--- src/rtl/rml_pkg.sv ---
package rml_pkg;
  localparam int XLEN   = 32;
  localparam int IMM_W  = 9;
  localparam int IDX_W  = 5;
  localparam int LANE_W = $clog2(XLEN / 8);

  typedef enum logic [1:0] {ST_IDLE, ST_REQ, ST_WAIT} rml_state_e;

  // base plus sign-extended offset
  function automatic logic [XLEN-1:0] eff_addr(input logic [XLEN-1:0] base,
                                               input logic [IMM_W-1:0] imm);
    return base + {{(XLEN-IMM_W){imm[IMM_W-1]}}, imm};
  endfunction

  // lane count from the low address bits and the CPU byte order
  function automatic logic [LANE_W-1:0] lane_count(input logic [XLEN-1:0] ea,
                                                   input logic be);
    return ea[LANE_W-1:0] ^ {LANE_W{be}};
  endfunction

  // shift memory right by k bytes into the low end, keep the old upper k bytes
  function automatic logic [XLEN-1:0] merge_right(input logic [XLEN-1:0] mem,
                                                  input logic [XLEN-1:0] old,
                                                  input logic [LANE_W-1:0] k);
    logic [XLEN-1:0] keep_lo;
    keep_lo = {XLEN{1'b1}} >> {k, 3'b000};
    return ((mem >> {k, 3'b000}) & keep_lo) | (old & ~keep_lo);
  endfunction
endpackage

--- src/rtl/rml_addr_gen.sv ---
module rml_addr_gen
  import rml_pkg::*;
(
  input  logic [XLEN-1:0]   base_val,
  input  logic [IMM_W-1:0]  offset_imm,
  input  logic              be_cpu,
  output logic [XLEN-1:0]   word_addr,
  output logic [LANE_W-1:0] lane_k
);
  logic [XLEN-1:0] ea;

  assign ea        = eff_addr(base_val, offset_imm);
  assign word_addr = {ea[XLEN-1:LANE_W], {LANE_W{1'b0}}};
  assign lane_k    = lane_count(ea, be_cpu);
endmodule

--- src/rtl/rml_fwd.sv ---
module rml_fwd
  import rml_pkg::*;
(
  input  logic             wb_valid,
  input  logic [IDX_W-1:0] wb_idx,
  input  logic [XLEN-1:0]  wb_data,
  input  logic [IDX_W-1:0] dest_idx,
  input  logic [XLEN-1:0]  dest_old,
  output logic             fwd_hit,
  output logic [XLEN-1:0]  old_eff
);
  assign fwd_hit = wb_valid && (wb_idx == dest_idx);
  assign old_eff = fwd_hit ? wb_data : dest_old;
endmodule

--- src/rtl/rml_merge.sv ---
module rml_merge
  import rml_pkg::*;
(
  input  logic [XLEN-1:0]   mem_word,
  input  logic [XLEN-1:0]   old_word,
  input  logic [LANE_W-1:0] lane_k,
  output logic [XLEN-1:0]   merged
);
  assign merged = merge_right(mem_word, old_word, lane_k);
endmodule

--- src/rtl/rml_unit.sv ---
module rml_unit
  import rml_pkg::*;
(
  input  logic             clk,
  input  logic             rst,
  input  logic             issue_valid,
  output logic             issue_ready,
  input  logic [31:0]      base_val,
  input  logic [8:0]       offset_imm,
  input  logic [4:0]       dest_idx,
  input  logic [31:0]      dest_old,
  input  logic             be_cpu,
  output logic             mreq_valid,
  input  logic             mreq_ready,
  output logic [31:0]      mreq_addr,
  input  logic             mrsp_valid,
  input  logic [31:0]      mrsp_data,
  output logic             wb_valid,
  output logic [4:0]       wb_idx,
  output logic [31:0]      wb_data
);
  rml_state_e        state_q;
  logic [XLEN-1:0]   addr_q, old_q;
  logic [LANE_W-1:0] lane_q;
  logic [IDX_W-1:0]  idx_q;

  // named events for the assertions
  logic              issue_fire, req_fire, rsp_take, fwd_hit;
  logic [XLEN-1:0]   word_addr, old_eff, merged;
  logic [LANE_W-1:0] lane_k;

  assign issue_ready = (state_q == ST_IDLE);
  assign issue_fire  = issue_valid && issue_ready;
  assign mreq_valid  = (state_q == ST_REQ);
  assign mreq_addr   = addr_q;
  assign req_fire    = mreq_valid && mreq_ready;
  assign rsp_take    = (state_q == ST_WAIT) && mrsp_valid;

  rml_addr_gen u_addr (
    .base_val(base_val), .offset_imm(offset_imm), .be_cpu(be_cpu),
    .word_addr(word_addr), .lane_k(lane_k)
  );

  rml_fwd u_fwd (
    .wb_valid(wb_valid), .wb_idx(wb_idx), .wb_data(wb_data),
    .dest_idx(dest_idx), .dest_old(dest_old),
    .fwd_hit(fwd_hit), .old_eff(old_eff)
  );

  rml_merge u_merge (
    .mem_word(mrsp_data), .old_word(old_q), .lane_k(lane_q), .merged(merged)
  );

  always_ff @(posedge clk) begin
    if (rst) begin
      state_q  <= ST_IDLE;
      wb_valid <= 1'b0;
    end else begin
      wb_valid <= rsp_take;
      unique case (state_q)
        ST_IDLE: if (issue_fire) state_q <= ST_REQ;
        ST_REQ:  if (req_fire)   state_q <= ST_WAIT;
        ST_WAIT: if (rsp_take)   state_q <= ST_IDLE;
        default: state_q <= ST_IDLE;
      endcase
    end
  end

  always_ff @(posedge clk) begin
    if (issue_fire) begin
      addr_q <= word_addr;
      lane_q <= lane_k;
      idx_q  <= dest_idx;
      old_q  <= old_eff;
    end
    if (rsp_take) begin
      wb_data <= merged;
      wb_idx  <= idx_q;
    end
  end


  quiet_after_reset_chk: assert property (@(posedge clk)
    $past(rst) |-> (!wb_valid && !mreq_valid && issue_ready));


  req_aligned_chk: assert property (@(posedge clk) disable iff (rst)
    mreq_valid |-> (mreq_addr[1:0] == 2'b00));


  req_hold_chk: assert property (@(posedge clk) disable iff (rst)
    (mreq_valid && !mreq_ready) |=> (mreq_valid && $stable(mreq_addr)));


  req_drop_chk: assert property (@(posedge clk) disable iff (rst)
    req_fire |=> !mreq_valid);


  wb_after_rsp_chk: assert property (@(posedge clk) disable iff (rst)
    rsp_take |=> wb_valid);


  wb_pulse_chk: assert property (@(posedge clk) disable iff (rst)
    wb_valid |=> !wb_valid);


  fwd_capture_chk: assert property (@(posedge clk) disable iff (rst)
    (issue_fire && wb_valid && (dest_idx == wb_idx)) |=> (old_q == $past(wb_data)));
endmodule

--- config.mk ---
export PLATFORM = sky130hd
export DESIGN_NAME = rml_unit
export DESIGN_NICKNAME = d
export VERILOG_FILES = /design/src/rtl/rml_pkg.sv /design/src/rtl/rml_addr_gen.sv /design/src/rtl/rml_fwd.sv /design/src/rtl/rml_merge.sv /design/src/rtl/rml_unit.sv
export SDC_FILE = /design/constraint.sdc
export NUM_CORES = 1
export LEC_CHECK = 0
export BUFFER_PORTS_ARGS = -buffer_cell sky130_fd_sc_hd__buf_2
export CORE_MARGIN = 5
export CORE_UTILIZATION = 57
export CTS_CLUSTER_SIZE = 10
export DETAILED_ROUTE_END_ITERATION = 16
export PLACE_DENSITY = 0.87
export SLEW_MARGIN = 10
export SYNTH_ARGS = -nofsm -noshare
export SYNTH_HDL_FRONTEND = slang
export SYNTH_HIERARCHICAL = 1
export SYNTH_SLANG_ARGS = --single-unit
--- constraint.sdc ---
create_clock -name clk -period 4.5 [get_ports clk]
set_input_delay 0.225 -clock clk [delete_from_list [all_inputs] [get_ports clk]]
set_output_delay 0.225 -clock clk [all_outputs]
set_load 0.005 [all_outputs]
* Yosys cells after proc, flatten, opt, wreduce, memory -nomap -nowiden *
Index checks and enable logic that the tools add are counted.

operators by class
  equal/unequal tests = 6
  reductions and logical operators = 6
  shift-type cells = 2
  bitwise operators = 5
  multiplexer cells = 5
  add/sub/neg operators = 1

operators with widths
  operator                                                              count
  32-bit AND                                                            2
  32-bit adder                                                          1
  32-bit two-way mux                                                    1
  32-bit NOT                                                            1
  32-bit bitwise OR                                                     1
  32-bit by 5-bit >> shifter with 32-bit output                         1
  32-bit by 5-bit >> shifter with 32-bit output (first input constant)  1
  2-bit two-way mux                                                     3
  2-bit case mux with 3 select lines                                    1
  5-bit == test                                                         1
  1-bit logical AND                                                     4
  2-bit by 1-bit != test with 1-bit output (second input constant)      2
  3-bit AND reduction                                                   1
  2-bit by 1-bit == test with 1-bit output (second input constant)      1
  2-bit == test (second input constant)                                 1
  2-bit zero test                                                       1
  2-bit != test (second input constant)                                 1
  2-bit bitwise XOR                                                     1

word-level totals
  logic and storage cells = 33
  register bits after elaboration = 109
  input port bits = 116

* Longest topological paths before layout *
Gate-level depths: netlist of the first run.

  word-level depth = 4
  depth in mapped cells = 10
  depth with buffers taken out = 10

* By module *
Netlist of the first run, hierarchy kept.

by module, submodules not included
  module        cells each  area each (um2)  sequential area each (um2)  times used
  rml_unit      122         3378.2           3303.2                      1
  rml_addr_gen  268         1885.6           0.0                         1
  rml_merge     47          744.5            0.0                         1
  rml_fwd       43          596.8            0.0                         1

* Worst setup path after synthesis of the first run *
OpenSTA, ideal clock, no wires.

  path kind = flip-flop to flip-flop
  start = register state_q[0]
  end = register idx_q[0], enable pin
  clock period less this slack = 2.654 ns
  stages on the path, launching flop included = 3
  data required time = 4.063 ns
  library setup time = 0.437 ns
  setup slack = 1.846 ns
  arrival time = 2.217 ns
  cell sequence = dfxtp_1 -> nor2_1 -> and2_1

on the way
  cells in the longest elaborated chain, start to end = 2

RTL lines
  what                    line            text
  from (decl)             rml_unit.sv:22  rml_state_e state_q;
  from (signal assigned)  rml_unit.sv:56  state_q <= ST_IDLE;
  from (signal assigned)  rml_unit.sv:61  ST_IDLE: if (issue_fire) state_q <= ST_REQ;
  from (signal assigned)  rml_unit.sv:62  ST_REQ: if (req_fire) state_q <= ST_WAIT;
  2-bit zero test         rml_unit.sv:32  assign issue_ready = (state_q == ST_IDLE);
  via issue_ready         rml_unit.sv:7   output logic issue_ready,
  1-bit logical AND       rml_unit.sv:33  assign issue_fire = issue_valid && issue_ready;
  via issue_fire          rml_unit.sv:28  logic issue_fire, req_fire, rsp_take, fwd_hit;
  to (signal assigned)    rml_unit.sv:73  idx_q <= dest_idx;
  to (decl)               rml_unit.sv:25  logic [IDX_W-1:0] idx_q;

The timed path passes the listed nets, and every way through them passes these cells.
A chain may end at the register's enable or synchronous reset.

* Worst setup path after layout of the first run *
  start = input offset_imm[8]
  end = register addr_q[29] (netlist: mreq_addr[29]), data pin

on the way
  cells in the longest elaborated chain, start to end = 1

RTL lines
  what                  line            text
  from (decl)           rml_unit.sv:9   input logic [8:0] offset_imm,
  32-bit adder          rml_pkg.sv:12   return base + {{(XLEN-IMM_W){imm[IMM_W-1]}}, imm};
  via word_addr[29]     rml_unit.sv:29  logic [XLEN-1:0] word_addr, old_eff, merged;
  to (signal assigned)  rml_unit.sv:71  addr_q <= word_addr;
  to (decl)             rml_unit.sv:23  logic [XLEN-1:0] addr_q, old_q;

The timed path passes the listed nets, and every way through them passes these cells.

==> results.sh, run 1 <==
export IMPL_clock_path_buffers=2
export IMPL_die_h_um=114.7
export IMPL_htreeDepth=3
export IMPL_holdPathEnd="state_q[1]$_SDFFE_PP0P_"
export IMPL_start_of_the_worst_register_to_register_path="wb_idx[3]$_DFFE_PP_"
export IMPL_final_net_count=786
export IMPL_drt_pass1_iter_count=5
export IMPL_worstSetupPathType="input pin to register"
export IMPL_slowest_delay_ns=0.54
export IMPL_synthesis_yosys_warnings=6
export IMPL_remaining_drc_errors=0
export IMPL_grt_ovfl_total=0
export IMPL_placed_cell_area_mm2=0.007168
export IMPL_synthesis_area_mm2=0.006252
export IMPL_cts_repair_resized=0
export IMPL_postRouteWirelength_um=14340
export IMPL_grt_pass1_wl_um=22110
export IMPL_floorplan_die_width_um=114.7
export IMPL_worst_r2r_endpoint="old_q[31]$_DFFE_PP_"
export IMPL_skew_ns=0.006502
export IMPL_cts_buffers_inserted=9
export IMPL_grt_setup_unrepaired="false"
export IMPL_final_cell_mix="sky130_fd_sc_hd__buf_2, sky130_fd_sc_hd__edfxtp_1, sky130_fd_sc_hd__ha_1, sky130_fd_sc_hd__a21oi_1, sky130_fd_sc_hd__nand2_1"
export IMPL_startpoint_kind_of_the_worst_setup_timing_path="input pin"
export IMPL_period_share=0.5737
export IMPL_crit_required_ns=4.61
export IMPL_top_level_ports=188
export IMPL_min_delay_start="rst"
export IMPL_cts_post_setup_buffers_inserted=0
export IMPL_post_layout_total_power_mw=2.270
export IMPL_synthCells=464
export IMPL_port_buffers=179
export IMPL_finalCriticalPeriod_ns=2.582
export IMPL_p_leak_nw=3.054
export IMPL_maxClockFrequency_mhz=387.4
export IMPL_grt_pass1_vias=4492
export IMPL_crit_fanout=24
export IMPL_design_area_mm2=0.007356
export IMPL_ctsHoldBuffers=0
export IMPL_ant_nets=0
export IMPL_vias=4454
export IMPL_hold_path_class="input pin to register"
export IMPL_effective_utilization_at_floorplan=0.5793
export IMPL_ff2ff_setup_slack_ns=2.13
export IMPL_die_area_mm2=0.01316
export IMPL_grt_start_max_net_pins=42
export IMPL_root_buffer="sky130_fd_sc_hd__clkbuf_8"
export IMPL_std_cell_rows=38
export IMPL_clock_latency_ns=0.36
export IMPL_worst_ir_drop_vdd_v=0.0001518
export IMPL_final_hold_violation_count=0
export IMPL_timing_reg2reg_worst_path_depth=4
export IMPL_slew_violations=0
export IMPL_mostFrequentLayoutCell="sky130_fd_sc_hd__buf_2"
export IMPL_detail_route_iter0_violations=277
export IMPL_synth_area_per_cell_um2=13.47
export IMPL_hold_depth=2
export IMPL_layout_drive_gt1_share=0.4292
export IMPL_grtUsageTotal=0.2139
export IMPL_flow_area_growth_from_synthesis_pct=17.65
export IMPL_worst_setup_path_end_kind="register"
export IMPL_cpMaxStageDelayCell="sky130_fd_sc_hd__a2111oi_0"
export IMPL_routed_len_inst_um=18.32
export IMPL_viasPerCell=5.688
export IMPL_path_cells="buf_2 > ha_1 > a21oi_4 > o21ai_0 > a2111oi_0 > o21bai_1 > o41ai_1 > nor2b_1"
export IMPL_clock_sink_count=103
export IMPL_pwr_density_cell_mw_per_mm2=308.5
export IMPL_slew_headroom=0.2671
export IMPL_status="completed"
export IMPL_tritoncts="yes"
export IMPL_timing_critical_path_arrival_ns=2.69
export IMPL_grt_antenna_before_repair=1
export IMPL_globalplace_congestion=0.9033
export IMPL_worst_pin_slew_ns=1.097
export IMPL_antenna_cells=0
export IMPL_fp_coreArea_mm2=0.01079
export IMPL_clkTransAtPathRegs_ns=0.10
export IMPL_timing_max_cap_violations=0
export IMPL_setup_viol=0
export IMPL_setup_tns_final_ns=0
export IMPL_dpl_hpwl_um=10940
-- state kept, by name, indices dropped and copies added, names as in the netlist --
register,cells
wb_valid,1
old_q,24
wb_data,32
state_q,2
wb_idx,5
mreq_addr,32
idx_q,5
lane_q,2
-- worst max-delay path: cells and delay by family --
kind                     cells  cell delay (ns)
AO/OA/AOI/OAI                5             1.50
adder cells (fa/ha/maj)      1             0.45
buffers and inverters        1             0.39
AND/OR/NAND/NOR              1             0.11
-- per-stage QoR --
step / hold slack (ns) / util / worst slack (ns) / instances
after floorplan: 0.2874 / - / 2.035 / 465
after global placement: 0.4029 / 0.6642 / 1.720 / 767
after detailed placement: 0.4108 / 0.6642 / 1.562 / 767
after CTS: 0.03014 / 0.6815 / 1.942 / 783
after global routing: 0.02251 / 0.6815 / 1.679 / 783
final: 0.05204 / 0.6815 / 1.918 / 783
-- layer usage --
metal	part of all wire	GRT usage	wire, um
met5	0.00049	0	7
met4	0.020	0.07277	289
met3	0.062	0.02789	889
met2	0.51	0.3799	7349
met1	0.40	0.2709	5808
-- layout make-up --
cell class | count | area, um^2
Fill cell | 775 | 3437
Inverter | 8 | 30.03
Timing Repair Buffer | 182 | 918.4
Tap cell | 140 | 175.2
Sequential cell | 103 | 3063
Clock buffer | 9 | 123.9
Multi-Input combinational cell | 334 | 2982
Clock inverter | 7 | 63.81
-- power by group --
part	switching, mW	internal, mW	total (mW)
Combinational	0.282	0.262	0.545
Sequential	0.0193	1.15	1.17
Clock	0.341	0.214	0.555
Total	0.642	1.63	2.27
-- worst max-delay path by stage --
stage                                       start                      end  slack (ns)  cells after the start
after floorplan           state_q[0]$_SDFFE_PP0P_       idx_q[0]$_DFFE_PP_        2.03                      2
after global placement              offset_imm[8]  mreq_addr[29]$_DFFE_PP_        1.72                      8
after detailed placement            offset_imm[8]  mreq_addr[29]$_DFFE_PP_        1.56                      8
after CTS                           offset_imm[8]  mreq_addr[29]$_DFFE_PP_        1.94                      8
after global routing                offset_imm[8]  mreq_addr[29]$_DFFE_PP_        1.68                      8
final                               offset_imm[8]  mreq_addr[29]$_DFFE_PP_        1.92                      8
(Power assumes the default switching activity.)
==> inputs of run 2 (changes only) <==
--- a/config.mk
+++ b/config.mk
@@ -7,10 +7,10 @@
 export LEC_CHECK = 0
 export BUFFER_PORTS_ARGS = -buffer_cell sky130_fd_sc_hd__buf_2
 export CORE_MARGIN = 5
-export CORE_UTILIZATION = 57
+export CORE_UTILIZATION = 53
 export CTS_CLUSTER_SIZE = 10
 export DETAILED_ROUTE_END_ITERATION = 16
-export PLACE_DENSITY = 0.87
+export PLACE_DENSITY = 0.82
 export SLEW_MARGIN = 10
 export SYNTH_ARGS = -nofsm -noshare
 export SYNTH_HDL_FRONTEND = slang
==> constraint.sdc (replaced) <==
create_clock -name clk -period 2.7 [get_ports clk]
set_input_delay 0.135 -clock clk [delete_from_list [all_inputs] [get_ports clk]]
set_output_delay 0.135 -clock clk [all_outputs]
set_load 0.005 [all_outputs]
==> run 2 against run 1 <==
  * Core utilization decreased by 1.5 points
  * Die area is 6.9% higher
  * Hold slack got worse by 0.039 ns
  * Count of clock-buffer cells in the layout increased by 2
  * Largest cell class unchanged
  * Largest power group unchanged
  * Final cell count is 2.4% higher
  * Sequential power rose by 68%
  * Global-route usage decreased by 1.1 points
  * Via count up 1.5%
  * Clock power is 150% higher
  * Register-to-register slack got worse by 1.4 ns
  * Non-clock buffer count increased by 16
==> results.sh, run 2 (synthesized netlist as in run 1, its figures left out) <==
export IMPL_finalCriticalPeriod_ns=2.354
export IMPL_pwr_density_cell_mw_per_mm2=555.0
export IMPL_tritoncts="yes"
export IMPL_hold_path_class="input pin to register"
export IMPL_final_seq_area_mm2=0.003063
export IMPL_viasPerCell=5.636
export IMPL_worst_setup_path_end_kind="register"
export IMPL_clock_path_buffers=2
export IMPL_globalplace_congestion=0.8818
export IMPL_start_of_the_worst_register_to_register_path="wb_idx[4]$_DFFE_PP_"
export IMPL_port_buffers=179
export IMPL_path_cells="buf_2 > ha_1 > a21oi_4 > o21ai_0 > a2111oi_0 > o21bai_1 > o41ai_1 > nor2b_1"
export IMPL_worst_setup_path_endpoint="mreq_addr[29]$_DFFE_PP_"
export IMPL_clkTransAtPathRegs_ns=0.07
export IMPL_critical_path_startpoint="offset_imm[8]"
export IMPL_layout_drive_gt1_share=0.4340
export IMPL_grt_ovfl_total=0
export IMPL_power_switching_mw=1.091
export IMPL_cpMaxStageDelayCell="sky130_fd_sc_hd__a2111oi_0"
export IMPL_skew_ns=0.007366
export IMPL_timing_reg2reg_worst_path_depth=5
export IMPL_share_clk_of_total_power=0.321
export IMPL_setup_viol=0
export IMPL_timing_max_cap_violations=0
export IMPL_flow_area_growth_from_synthesis_pct=22.33
export IMPL_std_cell_rows=39
export IMPL_setup_tns_final_ns=0
export IMPL_mostFrequentLayoutCell="sky130_fd_sc_hd__buf_2"
export IMPL_floorplan_die_width_um=118.6
export IMPL_grt_setup_unrepaired="false"
export IMPL_effective_utilization_at_floorplan=0.5452
export IMPL_dpl_hpwl_um=11020
export IMPL_grt_antenna_before_repair=1
export IMPL_power_report_internal_total_mw=3.154
export IMPL_grt_pass1_vias=4621
export IMPL_period_share=0.8717
export IMPL_remaining_drc_errors=0
export IMPL_worst_pin_slew_ns=0.8322
export IMPL_p_leak_nw=3.196
export IMPL_timing_critical_path_arrival_ns=2.43
export IMPL_design_area_mm2=0.007649
export IMPL_grtUsageTotal=0.2028
export IMPL_post_layout_total_power_mw=4.245
export IMPL_vias=4520
export IMPL_grt_start_max_net_pins=47
export IMPL_clock_sink_count=103
export IMPL_routed_len_inst_um=18.29
export IMPL_cts_post_setup_buffers_inserted=0
export IMPL_ff2ff_setup_slack_ns=0.71
export IMPL_final_net_count=802
export IMPL_htreeDepth=3
export IMPL_crit_required_ns=2.78
export IMPL_placed_cell_area_mm2=0.007272
export IMPL_power_share_switching=0.2570
export IMPL_grt_pass1_wl_um=23270
export IMPL_worstSetupPathType="input pin to register"
export IMPL_seq_power_share=0.462
export IMPL_maxClockFrequency_mhz=424.9
export IMPL_final_cell_mix="sky130_fd_sc_hd__buf_2, sky130_fd_sc_hd__edfxtp_1, sky130_fd_sc_hd__ha_1, sky130_fd_sc_hd__a21oi_1, sky130_fd_sc_hd__nand2_1"
export IMPL_slowest_delay_ns=0.54
export IMPL_postRouteWirelength_um=14670
export IMPL_top_level_ports=188
export IMPL_clock_latency_ns=0.34
export IMPL_fillers=844
export IMPL_status="completed"
export IMPL_area_of_the_multi_input_gates_mm2=0.002982
export IMPL_die_area_mm2=0.01407
export IMPL_detail_route_iter0_violations=325
export IMPL_ant_nets=0
export IMPL_crit_fanout=18
export IMPL_drt_pass1_iter_count=5
export IMPL_startpoint_kind_of_the_worst_setup_timing_path="input pin"
export IMPL_final_hold_violation_count=0
export IMPL_slew_violations=0
export IMPL_antenna_cells=0
export IMPL_slew_headroom=0.4452
export IMPL_worst_r2r_endpoint="old_q[31]$_DFFE_PP_"
export IMPL_fp_coreArea_mm2=0.01147
export IMPL_cts_buffers_inserted=9
export IMPL_root_buffer="sky130_fd_sc_hd__clkbuf_16"
export IMPL_die_h_um=118.6
export IMPL_hold_depth=1
export IMPL_worst_ir_drop_vdd_v=0.0004320
export IMPL_power_combinational_fraction=0.217
run 2: cell types whose count changed in the layout (fill, tap and decap cells not counted), sizes merged:
cell	previous run	this run
clkinvlp	2	1
inv	12	9
clkinv	1	2
clkbuf	9	11
buf	182	192
bufinv	0	1
dlygate4sd3	0	6
run 2: metrics by stage:
| step | std cells | setup slack, ns | hold slack [ns] | utilization |
|---|---|---|---|---|
| after floorplan | 465 | 0.2349 | 0.1974 | - |
| after global placement | 780 | 0.1367 | 0.3333 | 0.6342 |
| after detailed placement | 780 | 0.1067 | 0.3446 | 0.6342 |
| after CTS | 801 | 0.4542 | 0.0002202 | 0.6661 |
| after global routing | 802 | 0.3016 | 0.003139 | 0.6670 |
| final | 802 | 0.3464 | 0.01289 | 0.6670 |
run 2: area by class of cell:
class / instances / share of cell area
sequential: 103 / 0.4005
multi-input combinational: 334 / 0.3898
timing repair buffer: 198 / 0.1410
clock buffer: 11 / 0.03304
tap: 143 / 0.02339
clock inverter: 5 / 0.008343
inverter: 8 / 0.003926
run 2: routing by layer:
layer	vias up	track usage	wire length, um
met5	-	0	13
met4	2	0.05670	185
met3	14	0.03964	928
met2	168	0.3545	7454
met1	2157	0.2567	6082
li1	2179	-	-
run 2: power by group through the flow:
stage               Combinational [mW]  Sequential (mW)  Clock (mW)
floorplan                        0.608             2.00           0
global placement                 0.885             1.99           0
detailed placement               0.907             2.00           0
CTS                              0.922             1.96        1.40
global route                      1.01             1.97        1.47
finish                           0.919             1.96        1.36
run 2: how the worst min path moves through the flow:
stage,from,to,slack [ns]
floorplan,rst,state_q[1]$_SDFFE_PP0P_,0.20
global placement,rst,state_q[1]$_SDFFE_PP0P_,0.33
CTS,dest_idx[4],idx_q[4]$_DFFE_PP_,0.0002
global route,dest_idx[2],idx_q[2]$_DFFE_PP_,0.003
detailed placement,dest_idx[0],idx_q[0]$_DFFE_PP_,0.34
finish,dest_idx[2],idx_q[2]$_DFFE_PP_,0.01
run 2: critical path, delay by kind of cell:
kind,cells,cell delay [ns]
AOI/OAI and AO/OA,5,1.53
adders and majority gates,1,0.38
buffers and inverters,1,0.30
and+or+nand+nor,1,0.08
run 2: what timing repair did:
item | 4_1_cts | 5_1_grt
hold endpoints to repair | 5 | 1
hold buffers | 5 | 1
gates resized for setup | 0 | 0
==> inputs of run 3 (changes only) <==
--- a/config.mk
+++ b/config.mk
@@ -5,14 +5,14 @@
 export SDC_FILE = /design/constraint.sdc
 export NUM_CORES = 1
 export LEC_CHECK = 0
+export ABC_CLOCK_PERIOD_IN_PS = 2700
 export BUFFER_PORTS_ARGS = -buffer_cell sky130_fd_sc_hd__buf_2
 export CORE_MARGIN = 5
-export CORE_UTILIZATION = 53
+export CORE_UTILIZATION = 52
 export CTS_CLUSTER_SIZE = 10
 export DETAILED_ROUTE_END_ITERATION = 16
-export PLACE_DENSITY = 0.82
+export PLACE_DENSITY = 0.83
 export SLEW_MARGIN = 10
 export SYNTH_ARGS = -nofsm -noshare
 export SYNTH_HDL_FRONTEND = slang
-export SYNTH_HIERARCHICAL = 1
 export SYNTH_SLANG_ARGS = --single-unit
==> run 3 against run 2 <==
  * Sequential power shrank 2%
  * Synthesized area down 7.3%
  * Critical endpoint is now mreq_addr[25]$_DFFE_PP_
  * Core utilization decreased by 1.4 points
  * Synthesized cell count is 6.0% lower
  * Sequential share of layout area grew 2.2 points
  * Final area is 7.0% lower
  * Final cell count decreased by 4.4%
==> results.sh, run 3 <==
export IMPL_timing_critical_path_arrival_ns=2.33
export IMPL_worst_pin_slew_ns=0.9031
export IMPL_grt_setup_unrepaired="false"
export IMPL_remaining_drc_errors=0
export IMPL_globalplace_congestion=0.8729
export IMPL_clock_latency_ns=0.36
export IMPL_root_buffer="sky130_fd_sc_hd__clkbuf_8"
export IMPL_timing_reg2reg_worst_path_depth=5
export IMPL_timing_final_ws_setup_ns=0.4809
export IMPL_largest_register="wb_data"
export IMPL_slowest_delay_ns=0.55
export IMPL_maxClockFrequency_mhz=450.6
export IMPL_startpoint_kind_of_the_worst_setup_timing_path="input pin"
export IMPL_flow_area_growth_from_synthesis_pct=22.70
export IMPL_synth_area_per_cell_um2=13.30
export IMPL_ant_nets=0
export IMPL_htreeDepth=3
export IMPL_synth_largest_type_area_fraction=0.5076
export IMPL_yosysUniqueCellTypes=63
export IMPL_crit_required_ns=2.81
export IMPL_std_cell_rows=38
export IMPL_detail_route_iter0_violations=255
export IMPL_grt_pass1_wl_um=22000
export IMPL_path_cells="buf_2 > ha_1 > a21oi_1 > o21ai_0 > o31ai_1 > o21ai_0 > a31oi_1 > xnor2_1"
export IMPL_die_area_mm2=0.01336
export IMPL_clock_path_buffers=2
export IMPL_dpl_hpwl_um=11010
export IMPL_pwr_density_cell_mw_per_mm2=544.6
export IMPL_cts_buffers_inserted=9
export IMPL_setup_viol=0
export IMPL_synthesis_yosys_warnings=0
export IMPL_skew_ns=0.008042
export IMPL_grt_antenna_before_repair=0
export IMPL_sequential_to_total_area_share_from_yosys_stat=0.5179
export IMPL_drt_pass1_iter_count=5
export IMPL_final_cell_mix="sky130_fd_sc_hd__buf_2, sky130_fd_sc_hd__edfxtp_1, sky130_fd_sc_hd__mux2_2, sky130_fd_sc_hd__ha_1, sky130_fd_sc_hd__nand2_1"
export IMPL_tritoncts="yes"
export IMPL_crit_fanout=20
export IMPL_routed_len_inst_um=18.55
export IMPL_grtUsageTotal=0.2111
export IMPL_finalCriticalPeriod_ns=2.219
export IMPL_synthCells=436
export IMPL_hold_path_class="input pin to register"
export IMPL_slew_violations=0
export IMPL_layout_drive_gt1_share=0.4274
export IMPL_effective_utilization_at_floorplan=0.5325
export IMPL_worst_setup_path_end_kind="register"
export IMPL_fin_worst_hold_slack_ns=0.06039
export IMPL_synth_area_leader_cell="sky130_fd_sc_hd__edfxtp_1"
export IMPL_top_level_ports=188
export IMPL_mostFrequentLayoutCell="sky130_fd_sc_hd__buf_2"
export IMPL_final_hold_violation_count=0
export IMPL_setup_tns_final_ns=0
export IMPL_worst_ir_drop_vdd_v=0.0002290
export IMPL_place_ws_ns=0.1415
export IMPL_hold_depth=3
export IMPL_post_layout_total_power_mw=3.874
export IMPL_antenna_cells=0
export IMPL_cts_repair_resized=0
export IMPL_synthesis_area_mm2=0.005798
export IMPL_fp_coreArea_mm2=0.01089
export IMPL_synth_common_cells="sky130_fd_sc_hd__edfxtp_1, sky130_fd_sc_hd__mux2_2, sky130_fd_sc_hd__ha_1"
export IMPL_period_share=0.8219
export IMPL_largest_register_ff_count=32
export IMPL_yosys_cell_count_top_type="sky130_fd_sc_hd__edfxtp_1"
export IMPL_cpMaxStageDelayCell="sky130_fd_sc_hd__o31ai_1"
export IMPL_die_h_um=115.6
export IMPL_floorplan_die_width_um=115.6
export IMPL_synth_async_sr_flop_share=0
export IMPL_viasPerCell=5.686
export IMPL_p_leak_nw=2.934
export IMPL_ffs_latches_synth=101
export IMPL_grt_start_max_net_pins=39
export IMPL_vias=4361
export IMPL_worstSetupPathType="input pin to register"
export IMPL_synth_area_top_cells="sky130_fd_sc_hd__edfxtp_1, sky130_fd_sc_hd__ha_1, sky130_fd_sc_hd__mux2_2, sky130_fd_sc_hd__mux4_2, sky130_fd_sc_hd__xnor2_1"
export IMPL_status="completed"
export IMPL_grt_pass1_vias=4382
export IMPL_dominantRegCellSynth="sky130_fd_sc_hd__edfxtp_1"
export IMPL_clock_sink_count=101
export IMPL_slew_headroom=0.3980
export IMPL_timing_max_cap_violations=0
export IMPL_grt_ovfl_total=0
export IMPL_clkTransAtPathRegs_ns=0.10
export IMPL_postRouteWirelength_um=14230
export IMPL_port_buffers=177
export IMPL_synth_enable_flop_cells=98
export IMPL_final_net_count=770
export IMPL_worst_path_most_repeated_cell="sky130_fd_sc_hd__o21ai_0"
[run 3: cell count changes in the layout (fill, tap and decap cells not counted), sizes merged, moves of 5 or more]
| cell | delta |
|---|---|
| mux2 | -16 |
| and2 | -6 |
| mux2i | +6 |
| nor2 | -7 |
| xnor2 | +5 |
| buf | -8 |
[run 3: routing by layer]
metal,global-route usage,wire (um),part of all wire,up-vias
met5,0,0,0,-
met4,0.08451,381,0.027,0
met3,0.02141,946,0.066,31
met2,0.3765,7279,0.51,188
met1,0.2637,5620,0.39,2076
li1,-,-,-,2066
[run 3: worst paths after layout]
path                                          start                 endpoint  slack [ns]
worst min register to register   idx_q[1]$_DFFE_PP_      wb_idx[1]$_DFFE_PP_        0.43
worst max register to register  wb_idx[1]$_DFFE_PP_      old_q[19]$_DFFE_PP_        0.66
worst min-delay path                     mreq_ready  state_q[1]$_SDFFE_PP0P_        0.06
worst max-delay path                  offset_imm[8]  mreq_addr[25]$_DFFE_PP_        0.48
[run 3: repair_timing]
| item | CTS | global route |
|---|---|---|
| hold buffers | 6 | 0 |
| endpoints found under the hold margin | 8 | 0 |
| setup buffers | 0 | 0 |
[run 3: stage by stage]
| step | std cells | utilization | cell area, um^2 |
|---|---|---|---|
| 6_report | 767 | 0.6534 | 7114 |
| 3_3_place_gp | 745 | 0.6276 | 6833 |
| 3_5_place_dp | 745 | 0.6276 | 6833 |
| 5_1_grt | 767 | 0.6534 | 7114 |
| 2_1_floorplan | 437 | - | 5802 |
| 4_1_cts | 767 | 0.6534 | 7114 |
[run 3: cell type report]
class                   instances  area (um^2)
fillers                       810         3774
flip-flops and latches        101         3003
multi-input cells             313         2678
repair buffers                190         1011
well taps                     140        175.2
clock buffers                   9        123.9
clock inverters                 7        97.59
inverters                       7        26.28
[run 3: cells by family after synthesis]
kind of cell	after synthesis	synth area share
compound gates	101	0.1228
flops	101	0.5179
simple gates	82	0.06820
mux	57	0.1398
xor+xnor	39	0.05891
fa+ha+maj	32	0.07035
buf+inv	23	0.02136
other cells	1	0.0006468
[run 3: where the power goes]
part | switching [mW] | internal [mW] | leakage [nW]
clock | 0.534 | 0.526 | 0.107
combinational | 0.477 | 0.422 | 1.88
sequential | 0.0317 | 1.88 | 0.943
total | 1.04 | 2.83 | 2.93
[run 3: worst max-delay path: cells and delay by family]
family / cells / cell delay (ns)
AO/OA/AOI/OAI: 5 / 1.42
XOR/XNOR: 1 / 0.09
buffers and inverters: 1 / 0.31
adder cells (fa/ha/maj): 1 / 0.37
